[config.mk]
export PLATFORM = sky130hd
export DESIGN_NAME = dual_serial_regbank
export DESIGN_NICKNAME = d
export VERILOG_FILES = /design/src/rtl/dsr_pkg.sv /design/src/rtl/dsr_sync.sv /design/src/rtl/dsr_regbank.sv /design/src/rtl/dsr_i2c_slave.sv /design/src/rtl/dsr_spi_slave.sv /design/src/rtl/dual_serial_regbank.sv
export SDC_FILE = /design/constraint.sdc
export NUM_CORES = 2
export LEC_CHECK = 0
export CAP_MARGIN = 5
export CORE_MARGIN = 5
export CORE_UTILIZATION = 47
export CTS_CLUSTER_SIZE = 8
export DETAILED_ROUTE_END_ITERATION = 16
export PLACE_DENSITY_LB_ADDON = 0.05
export SETUP_SLACK_MARGIN = 0.5
export SLEW_MARGIN = 30
export SYNTH_ARGS = -nofsm -noshare
export SYNTH_HDL_FRONTEND = slang
export SYNTH_SLANG_ARGS = --single-unit
export TNS_END_PERCENT = 30
[constraint.sdc]
create_clock -name clk_i -period 8.6 [get_ports clk_i]
set_input_delay 2.15 -clock clk_i [delete_from_list [all_inputs] [get_ports clk_i]]
set_output_delay 2.15 -clock clk_i [all_outputs]
set_load 0.05 [all_outputs]
[src/rtl/dsr_pkg.sv]
package dsr_pkg;
  localparam int unsigned AW = 7;
  localparam int unsigned DW = 8;
  typedef logic [AW-1:0] addr_t;
  typedef logic [DW-1:0] byte_t;
  typedef enum logic [3:0] {
    I_IDLE, I_ADDR, I_AACK, I_SUB, I_SACK, I_WDAT, I_WACK, I_RDAT, I_RACK
  } i2c_st_e;
endpackage

[src/rtl/dsr_sync.sv]
module dsr_sync #(
  parameter int unsigned W      = 1,
  parameter int unsigned STAGES = 2,
  parameter logic [W-1:0] RST_VAL = '1
) (
  input  logic         clk_i,
  input  logic         rst_ni,
  input  logic [W-1:0] d_i,
  output logic [W-1:0] q_o
);
  logic [W-1:0] pipe [STAGES];

  for (genvar s = 0; s < STAGES; s++) begin : g_stage
    always_ff @(posedge clk_i or negedge rst_ni) begin
      if (!rst_ni)     pipe[s] <= RST_VAL;
      else if (s == 0) pipe[s] <= d_i;
      else             pipe[s] <= pipe[(s == 0) ? 0 : s-1];
    end
  end

  assign q_o = pipe[STAGES-1];
endmodule

[src/rtl/dsr_regbank.sv]
module dsr_regbank
  import dsr_pkg::*;
#(
  parameter addr_t       CTRL_ADDR = 7'h23,
  parameter int unsigned DIS_BIT   = 2,
  parameter int unsigned W3_BIT    = 3
) (
  input  logic  clk_i,
  input  logic  rst_ni,
  input  logic  we_i,
  input  addr_t waddr_i,
  input  byte_t wdata_i,
  input  addr_t raddr_i,
  output byte_t rdata_o,
  output logic  i2c_dis_o,
  output logic  wire3_o
);
  localparam int unsigned NREG = 1 << AW;
  byte_t regs [NREG];

  for (genvar g = 0; g < NREG; g++) begin : g_reg
    always_ff @(posedge clk_i or negedge rst_ni) begin
      if (!rst_ni)                          regs[g] <= '0;
      else if (we_i && waddr_i == addr_t'(g)) regs[g] <= wdata_i;
    end
  end

  assign rdata_o   = regs[raddr_i];
  assign i2c_dis_o = regs[CTRL_ADDR][DIS_BIT];
  assign wire3_o   = regs[CTRL_ADDR][W3_BIT];
endmodule

[src/rtl/dsr_i2c_slave.sv]
module dsr_i2c_slave
  import dsr_pkg::*;
#(
  parameter logic [5:0] PREFIX = 6'b101100
) (
  input  logic  clk_i,
  input  logic  rst_ni,
  input  logic  en_i,
  input  logic  scl_i,
  input  logic  scl_prev_i,
  input  logic  sda_i,
  input  logic  sda_prev_i,
  input  logic  sa0_i,
  input  byte_t rd_data_i,
  output addr_t rd_addr_o,
  output logic  we_o,
  output addr_t waddr_o,
  output byte_t wdata_o,
  output logic  pull_o
);
  i2c_st_e    st_q;
  logic [3:0] cnt_q;
  byte_t      sh_q, wdata_q;
  addr_t      ptr_q, waddr_q;
  logic       rw_q, mack_q, drv_q, we_q;

  logic scl_rise, scl_fall, start, stop;
  assign scl_rise = scl_i & ~scl_prev_i;
  assign scl_fall = ~scl_i & scl_prev_i;
  assign start    = scl_i & scl_prev_i & sda_prev_i & ~sda_i;
  assign stop     = scl_i & scl_prev_i & ~sda_prev_i & sda_i;

  always_ff @(posedge clk_i or negedge rst_ni) begin
    if (!rst_ni) begin
      st_q <= I_IDLE; cnt_q <= '0; sh_q <= '0; ptr_q <= '0;
      rw_q <= 1'b0; mack_q <= 1'b0; drv_q <= 1'b0;
      we_q <= 1'b0; waddr_q <= '0; wdata_q <= '0;
    end else begin
      we_q <= 1'b0;
      if (!en_i) begin
        st_q <= I_IDLE; drv_q <= 1'b0; cnt_q <= '0;
      end else if (start) begin
        st_q <= I_ADDR; drv_q <= 1'b0; cnt_q <= '0;
      end else if (stop) begin
        st_q <= I_IDLE; drv_q <= 1'b0;
      end else begin
        case (st_q)
          I_ADDR, I_SUB, I_WDAT: begin
            if (scl_rise && cnt_q != 4'd8) begin
              sh_q  <= {sh_q[6:0], sda_i};
              cnt_q <= cnt_q + 4'd1;
            end else if (scl_fall && cnt_q == 4'd8) begin
              cnt_q <= '0;
              drv_q <= 1'b1;
              if (st_q == I_ADDR) begin
                if (sh_q[7:1] == {PREFIX, sa0_i}) begin
                  rw_q <= sh_q[0];
                  st_q <= I_AACK;
                end else begin
                  drv_q <= 1'b0;
                  st_q  <= I_IDLE;
                end
              end else if (st_q == I_SUB) begin
                ptr_q <= sh_q[AW-1:0];
                st_q  <= I_SACK;
              end else begin
                we_q    <= 1'b1;
                waddr_q <= ptr_q;
                wdata_q <= sh_q;
                ptr_q   <= ptr_q + addr_t'(1);
                st_q    <= I_WACK;
              end
            end
          end
          I_AACK, I_SACK, I_WACK: begin
            if (scl_fall) begin
              drv_q <= 1'b0;
              cnt_q <= '0;
              if (st_q == I_AACK && rw_q) begin
                sh_q  <= rd_data_i;
                ptr_q <= ptr_q + addr_t'(1);
                drv_q <= ~rd_data_i[7];
                st_q  <= I_RDAT;
              end else if (st_q == I_AACK) begin
                st_q <= I_SUB;
              end else begin
                st_q <= I_WDAT;
              end
            end
          end
          I_RDAT: begin
            if (scl_fall) begin
              if (cnt_q == 4'd7) begin
                drv_q <= 1'b0;
                st_q  <= I_RACK;
              end else begin
                sh_q  <= {sh_q[6:0], 1'b0};
                drv_q <= ~sh_q[6];
                cnt_q <= cnt_q + 4'd1;
              end
            end
          end
          I_RACK: begin
            if (scl_rise) begin
              mack_q <= ~sda_i;
            end else if (scl_fall) begin
              if (mack_q) begin
                sh_q  <= rd_data_i;
                ptr_q <= ptr_q + addr_t'(1);
                drv_q <= ~rd_data_i[7];
                cnt_q <= '0;
                st_q  <= I_RDAT;
              end else begin
                st_q <= I_IDLE;
              end
            end
          end
          default: ;
        endcase
      end
    end
  end

  assign rd_addr_o = ptr_q;
  assign we_o      = we_q;
  assign waddr_o   = waddr_q;
  assign wdata_o   = wdata_q;
  assign pull_o    = drv_q & en_i;
endmodule

[src/rtl/dsr_spi_slave.sv]
module dsr_spi_slave
  import dsr_pkg::*;
(
  input  logic  clk_i,
  input  logic  rst_ni,
  input  logic  cs_i,
  input  logic  sck_i,
  input  logic  sck_prev_i,
  input  logic  sdi_i,
  input  byte_t rd_data_i,
  output addr_t rd_addr_o,
  output logic  we_o,
  output addr_t waddr_o,
  output byte_t wdata_o,
  output logic  rd_phase_o,
  output logic  tx_o
);
  logic [2:0] cnt_q;
  logic [6:0] rx_q;
  byte_t      tx_q, wdata_q;
  addr_t      addr_q, waddr_q, cmd_addr;
  logic       in_cmd_q, rd_q, we_q, sck_rise;

  assign sck_rise = sck_i & ~sck_prev_i;
  assign cmd_addr = {rx_q[5:0], sdi_i};

  always_ff @(posedge clk_i or negedge rst_ni) begin
    if (!rst_ni) begin
      cnt_q <= '0; rx_q <= '0; tx_q <= '0; addr_q <= '0;
      in_cmd_q <= 1'b1; rd_q <= 1'b0;
      we_q <= 1'b0; waddr_q <= '0; wdata_q <= '0;
    end else begin
      we_q <= 1'b0;
      if (cs_i) begin
        in_cmd_q <= 1'b1; cnt_q <= '0; rd_q <= 1'b0;
      end else if (sck_rise) begin
        rx_q  <= {rx_q[5:0], sdi_i};
        cnt_q <= cnt_q + 3'd1;
        if (in_cmd_q) begin
          if (cnt_q == 3'd7) begin
            in_cmd_q <= 1'b0;
            rd_q     <= rx_q[6];
            addr_q   <= cmd_addr;
            tx_q     <= rd_data_i;
          end
        end else if (rd_q) begin
          if (cnt_q == 3'd7) begin
            addr_q <= addr_q + addr_t'(1);
            tx_q   <= rd_data_i;
          end else begin
            tx_q <= {tx_q[6:0], 1'b0};
          end
        end else if (cnt_q == 3'd7) begin
          we_q    <= 1'b1;
          waddr_q <= addr_q;
          wdata_q <= {rx_q, sdi_i};
          addr_q  <= addr_q + addr_t'(1);
        end
      end
    end
  end

  assign rd_addr_o  = in_cmd_q ? cmd_addr : addr_q + addr_t'(1);
  assign we_o       = we_q;
  assign waddr_o    = waddr_q;
  assign wdata_o    = wdata_q;
  assign rd_phase_o = ~in_cmd_q & rd_q;
  assign tx_o       = tx_q[7];
endmodule

[src/rtl/dual_serial_regbank.sv]
module dual_serial_regbank
  import dsr_pkg::*;
#(
  parameter logic [5:0]  I2C_PREFIX  = 6'b101100,
  parameter addr_t       CTRL_ADDR   = 7'h23,
  parameter int unsigned DIS_BIT     = 2,
  parameter int unsigned W3_BIT      = 3,
  parameter int unsigned SYNC_STAGES = 2
) (
  input  logic clk_i,
  input  logic rst_ni,
  input  logic cs_i,
  input  logic sclk_i,
  input  logic sda_i,
  output logic sda_o,
  output logic sda_oe_o,
  input  logic sdo_sa0_i,
  output logic sdo_o,
  output logic sdo_oe_o
);
  logic [3:0] sync_q;
  logic cs_s, scl_s, sda_s, sa0_s, scl_prev_q, sda_prev_q;

  dsr_sync #(.W(4), .STAGES(SYNC_STAGES), .RST_VAL(4'b1111)) u_sync (
    .clk_i, .rst_ni,
    .d_i ({cs_i, sclk_i, sda_i, sdo_sa0_i}),
    .q_o (sync_q)
  );
  assign {cs_s, scl_s, sda_s, sa0_s} = sync_q;

  always_ff @(posedge clk_i or negedge rst_ni) begin
    if (!rst_ni) begin
      scl_prev_q <= 1'b1;
      sda_prev_q <= 1'b1;
    end else begin
      scl_prev_q <= scl_s;
      sda_prev_q <= sda_s;
    end
  end

  logic  i2c_dis, wire3, i2c_en;
  logic  i2c_we, spi_we, i2c_pull, spi_rd_phase, spi_tx;
  addr_t i2c_waddr, spi_waddr, i2c_raddr, spi_raddr, raddr, waddr;
  byte_t i2c_wdata, spi_wdata, rdata, wdata;

  assign i2c_en = cs_s & ~i2c_dis;

  dsr_i2c_slave #(.PREFIX(I2C_PREFIX)) u_i2c (
    .clk_i, .rst_ni,
    .en_i       (i2c_en),
    .scl_i      (scl_s),
    .scl_prev_i (scl_prev_q),
    .sda_i      (sda_s),
    .sda_prev_i (sda_prev_q),
    .sa0_i      (sa0_s),
    .rd_data_i  (rdata),
    .rd_addr_o  (i2c_raddr),
    .we_o       (i2c_we),
    .waddr_o    (i2c_waddr),
    .wdata_o    (i2c_wdata),
    .pull_o     (i2c_pull)
  );

  dsr_spi_slave u_spi (
    .clk_i, .rst_ni,
    .cs_i       (cs_s),
    .sck_i      (scl_s),
    .sck_prev_i (scl_prev_q),
    .sdi_i      (sda_s),
    .rd_data_i  (rdata),
    .rd_addr_o  (spi_raddr),
    .we_o       (spi_we),
    .waddr_o    (spi_waddr),
    .wdata_o    (spi_wdata),
    .rd_phase_o (spi_rd_phase),
    .tx_o       (spi_tx)
  );

  assign raddr = cs_s ? i2c_raddr : spi_raddr;
  assign waddr = spi_we ? spi_waddr : i2c_waddr;
  assign wdata = spi_we ? spi_wdata : i2c_wdata;

  dsr_regbank #(.CTRL_ADDR(CTRL_ADDR), .DIS_BIT(DIS_BIT), .W3_BIT(W3_BIT)) u_bank (
    .clk_i, .rst_ni,
    .we_i      (i2c_we | spi_we),
    .waddr_i   (waddr),
    .wdata_i   (wdata),
    .raddr_i   (raddr),
    .rdata_o   (rdata),
    .i2c_dis_o (i2c_dis),
    .wire3_o   (wire3)
  );

  // raw cs gates the pads so release follows cs without sync delay
  logic i2c_drv, spi3_drv;
  assign i2c_drv  = i2c_pull & cs_i;
  assign spi3_drv = ~cs_i & wire3 & spi_rd_phase;
  assign sda_oe_o = i2c_drv | spi3_drv;
  assign sda_o    = i2c_drv ? 1'b0 : spi_tx;
  assign sdo_oe_o = ~cs_i & ~wire3;
  assign sdo_o    = spi_rd_phase ? spi_tx : 1'b0;
endmodule

==> impl_results.md <==
* CTS H-tree lvls at 4
* # resized after CTS at 0
* Die area at 115000 um^2
* Vias post-DR at roughly 38000
* Fin. max-slew vios at 0
* Clk slew on worst S/H paths at 0.05 ns
* Most frequent cells in the layout: 1108 x dfrtp_1, 880 x nor2_1, 871 x a21oi_1, 621 x nand2_1, 335 x o21ai_0
* Slew @ Worst Pin at 1.09 ns
* Run status: finished, final reports clean
* CP Max Fanout at 41
* First-pass iteration count of the detailed router at 6
* Inserted Clock Buffers at 158
* I/O pin count at 10
* Multi-input gate area at around 21000 um^2
* Synthesized net count at 5131
* Overall Power at 13.1 mW
* Initial antenna violation count at 2
* Final clock skew at 0.0203 ns
* Crit path max-delay family: buffers and inverters
* Share of post-route cells with drive strength above 1 at 12.1%
* Maximum clock insertion buffer count at 3
* Final count of negative-setup-slack endpoints at 0
* CP peak stage delay at 1.11 ns
* Placed insts at 6260
* Rows at 120
* Crit path kind: register to primary output
* Starting Density at between 40% and 50%
* Vias/cell at 5.94
* Slew HR at 27.2%
* Hold Buf Count CTS at 0
* Post-synth EDFFs at 0
* Post-DP HPWL at 103 mm
* Post-synth cell types at between 80 and 90
* Die Height at roughly 340 um
* Post-route antenna net violation count at 0
* Final hold vios at 0
* Area Overhead vs Synth at 11.5%
* CP Launch Type: register
* Most common cell after layout, fill and taps aside: dfrtp_1
* Max-Cap Viols at 0
* Syn Area/Cell at 9.93 um^2
* Most common flop cell mapped by yosys: dfrtp_1
* Syn. warnings at 0
* Synthesized area at 50800 um^2
* Hold Crit Class: register to register
* DR WL/cell at 25.2 um
* Reg-to-reg slack, setup at approximately 3.1 ns
* RePlAce Congestion at 0.895
* I/O Buffers at 9
* First-pass GRT wire length at ~250 mm
* Synthesized flop and latch total at 1119
* Total wire length at 162 mm
* Crit end category: primary output
* Non-Filler Instances at 6459
* RSZ-0062 raised after global routing: no
* Num Clock Sinks at about 1100
* GRT overflow at 0
* Slowest CP cell: dfstp_2
* Seq/Total Area, Yosys at about 55%
* Final nets at 5031
* Fmax at 0.167 GHz
* CP Buf/Inv Count at 3
* Leakage at 25.0 nW
* Die W at 339 um
* Postcts setup bufs at 0
* Filler Cell Count at 9756
* Fin crit period at ~6 ns
* Clock Latency Late Sink at roughly 0.75 ns
* Worst Path Required at 6.45 ns
* Pwr per Cell Area at 231 nW/um^2
* CTS tree: done
* Register area at 28000 um^2
* VDD IR-drop max at roughly 180 uV
* Synth Instances at 5119
* Setup TNS at 0 ns
* Vias in the first global route at 37400
* Core Box Area at approximately 110000 um^2
* Crit path DAT at 3.85 ns
* Root Driver: clkbuf_16
* GRT Resource Usage Total at 28.3%
* Critical Path, Cell by Cell: inv_1 > buf_4 > nor2_1 > nand3_1 > o21ai_0 > clkdlybuf4s50_1
* DRC violations left at 0
* Asr flop ratio synth at 100%
* Largest net degree at the start of global routing at 172
* Initial DRC Count at 3437
* Final period utilization at 69.7%
==> power by group <==
part	switching, mW	leakage, nW	internal, mW
registers	0.119	15.6	5.33
logic	1.44	7.36	0.579
clock network	2.27	2.11	3.37
total	3.83	25.0	9.27
==> cells in the mapped netlist (24+ instances only) <==
| library cell | number | area (um^2) |
|---|---|---|
| o21ai_0 | 335 | 1680 |
| a21oi_1 | 872 | 4360 |
| mux2i_1 | 82 | 821 |
| buf_2 | 70 | 350 |
| clkbuf_1 | 286 | 1070 |
| mux4_2 | 184 | 4140 |
| nand3_1 | 107 | 536 |
| nand2_1 | 623 | 2340 |
| a22oi_1 | 61 | 458 |
| nor2_1 | 929 | 3490 |
| a221oi_1 | 48 | 420 |
| inv_1 | 24 | 90.1 |
| dfrtp_1 | 1108 | 27700 |
| buf_4 | 29 | 218 |
| o22ai_1 | 44 | 275 |
==> kinds of logic (layout without fill, tap and decap cells) <==
kind of cell,after synthesis,count (layout),synth area share [%]
AND/OR/NAND/NOR,1764,1764,13.9
buffers and inverters,426,362,3.76
adder cells (fa/ha/maj),6,6,0.148
XOR/XNOR,6,6,0.118
flip-flops,1119,1119,55.1
other,0,1,0
multiplexers,290,290,10.4
AO/OA/AOI/OAI,1508,1508,16.7
==> final timing paths <==
kind / startpoint / endpoint / depth (start not counted)
max: u_sync.q_o[3] / sda_oe_o / 6
min: u_sync.pipe[6] / u_sync.q_o[2] / 0
max reg2reg: u_sync.q_o[3] / u_i2c.sh_q[3] / 11
min reg2reg: u_sync.pipe[6] / u_sync.q_o[2] / 0
max in group asynchronous: rst_ni / u_bank.regs[221] / 3
min in group asynchronous: rst_ni / u_i2c.cnt_q[0] / 1
==> state kept, by name, summed over array words and instances (netlist names), 3 cells and up <==
name and flops:
u_spi.tx_q 8, u_i2c.rd_addr_o 7, u_spi.waddr_o 7, u_i2c.wdata_o 8
u_i2c.st_q 4, u_bank.regs 1022, u_i2c.cnt_q 4, u_spi.wdata_o 8
u_spi.addr_q 7, u_sync.pipe 4, u_spi.cnt_q 3, u_sync.q_o 4
u_spi.rx_q 7, u_i2c.waddr_o 7, u_i2c.sh_q 8
==> worst reg2reg max path: stages, from the launching register on <==
cell	delay, ns
dfstp_2	1.11
buf_4	0.39
nand2b_1	0.14
buf_4	0.33
o22ai_1	0.22
a21o_1	0.33
buf_4	0.29
nand2_1	0.68
o211ai_1	0.44
o221a_2	0.41
nor4_1	0.83
o22ai_1	0.19
==> stage by stage <==
stage                     hold slack [ns]  cell area [um^2]  setup slack [ns]  util [%]
after floorplan                     0.345             50800              3.20         -
after global placement              0.347             52100              2.68      48.6
after detailed placement            0.347             52300              2.73      48.8
after CTS                           0.345             56600              2.59      52.8
after global routing                0.344             56700              2.43      52.9
final                               0.346             56700              2.60      52.9
==> per-layer routing <==
layer,global-route usage (%),wire length (um)
met3,5.64,10700
met2,43.7,74500
met4,10.1,6080
met5,0,8
met1,40.3,71200
==> area by class of cell <==
class / instances / share of cell area [%]
diodes: 1 / 0.00442
clock buffers: 186 / 7.35
clock inverters: 10 / 0.285
inverters: 24 / 0.159
multi-input cells: 3574 / 37.4
flip-flops and latches: 1119 / 49.4
well taps: 1403 / 3.10
repair buffers: 142 / 2.29
No activity file was read; power rests on OpenSTA's default activity.
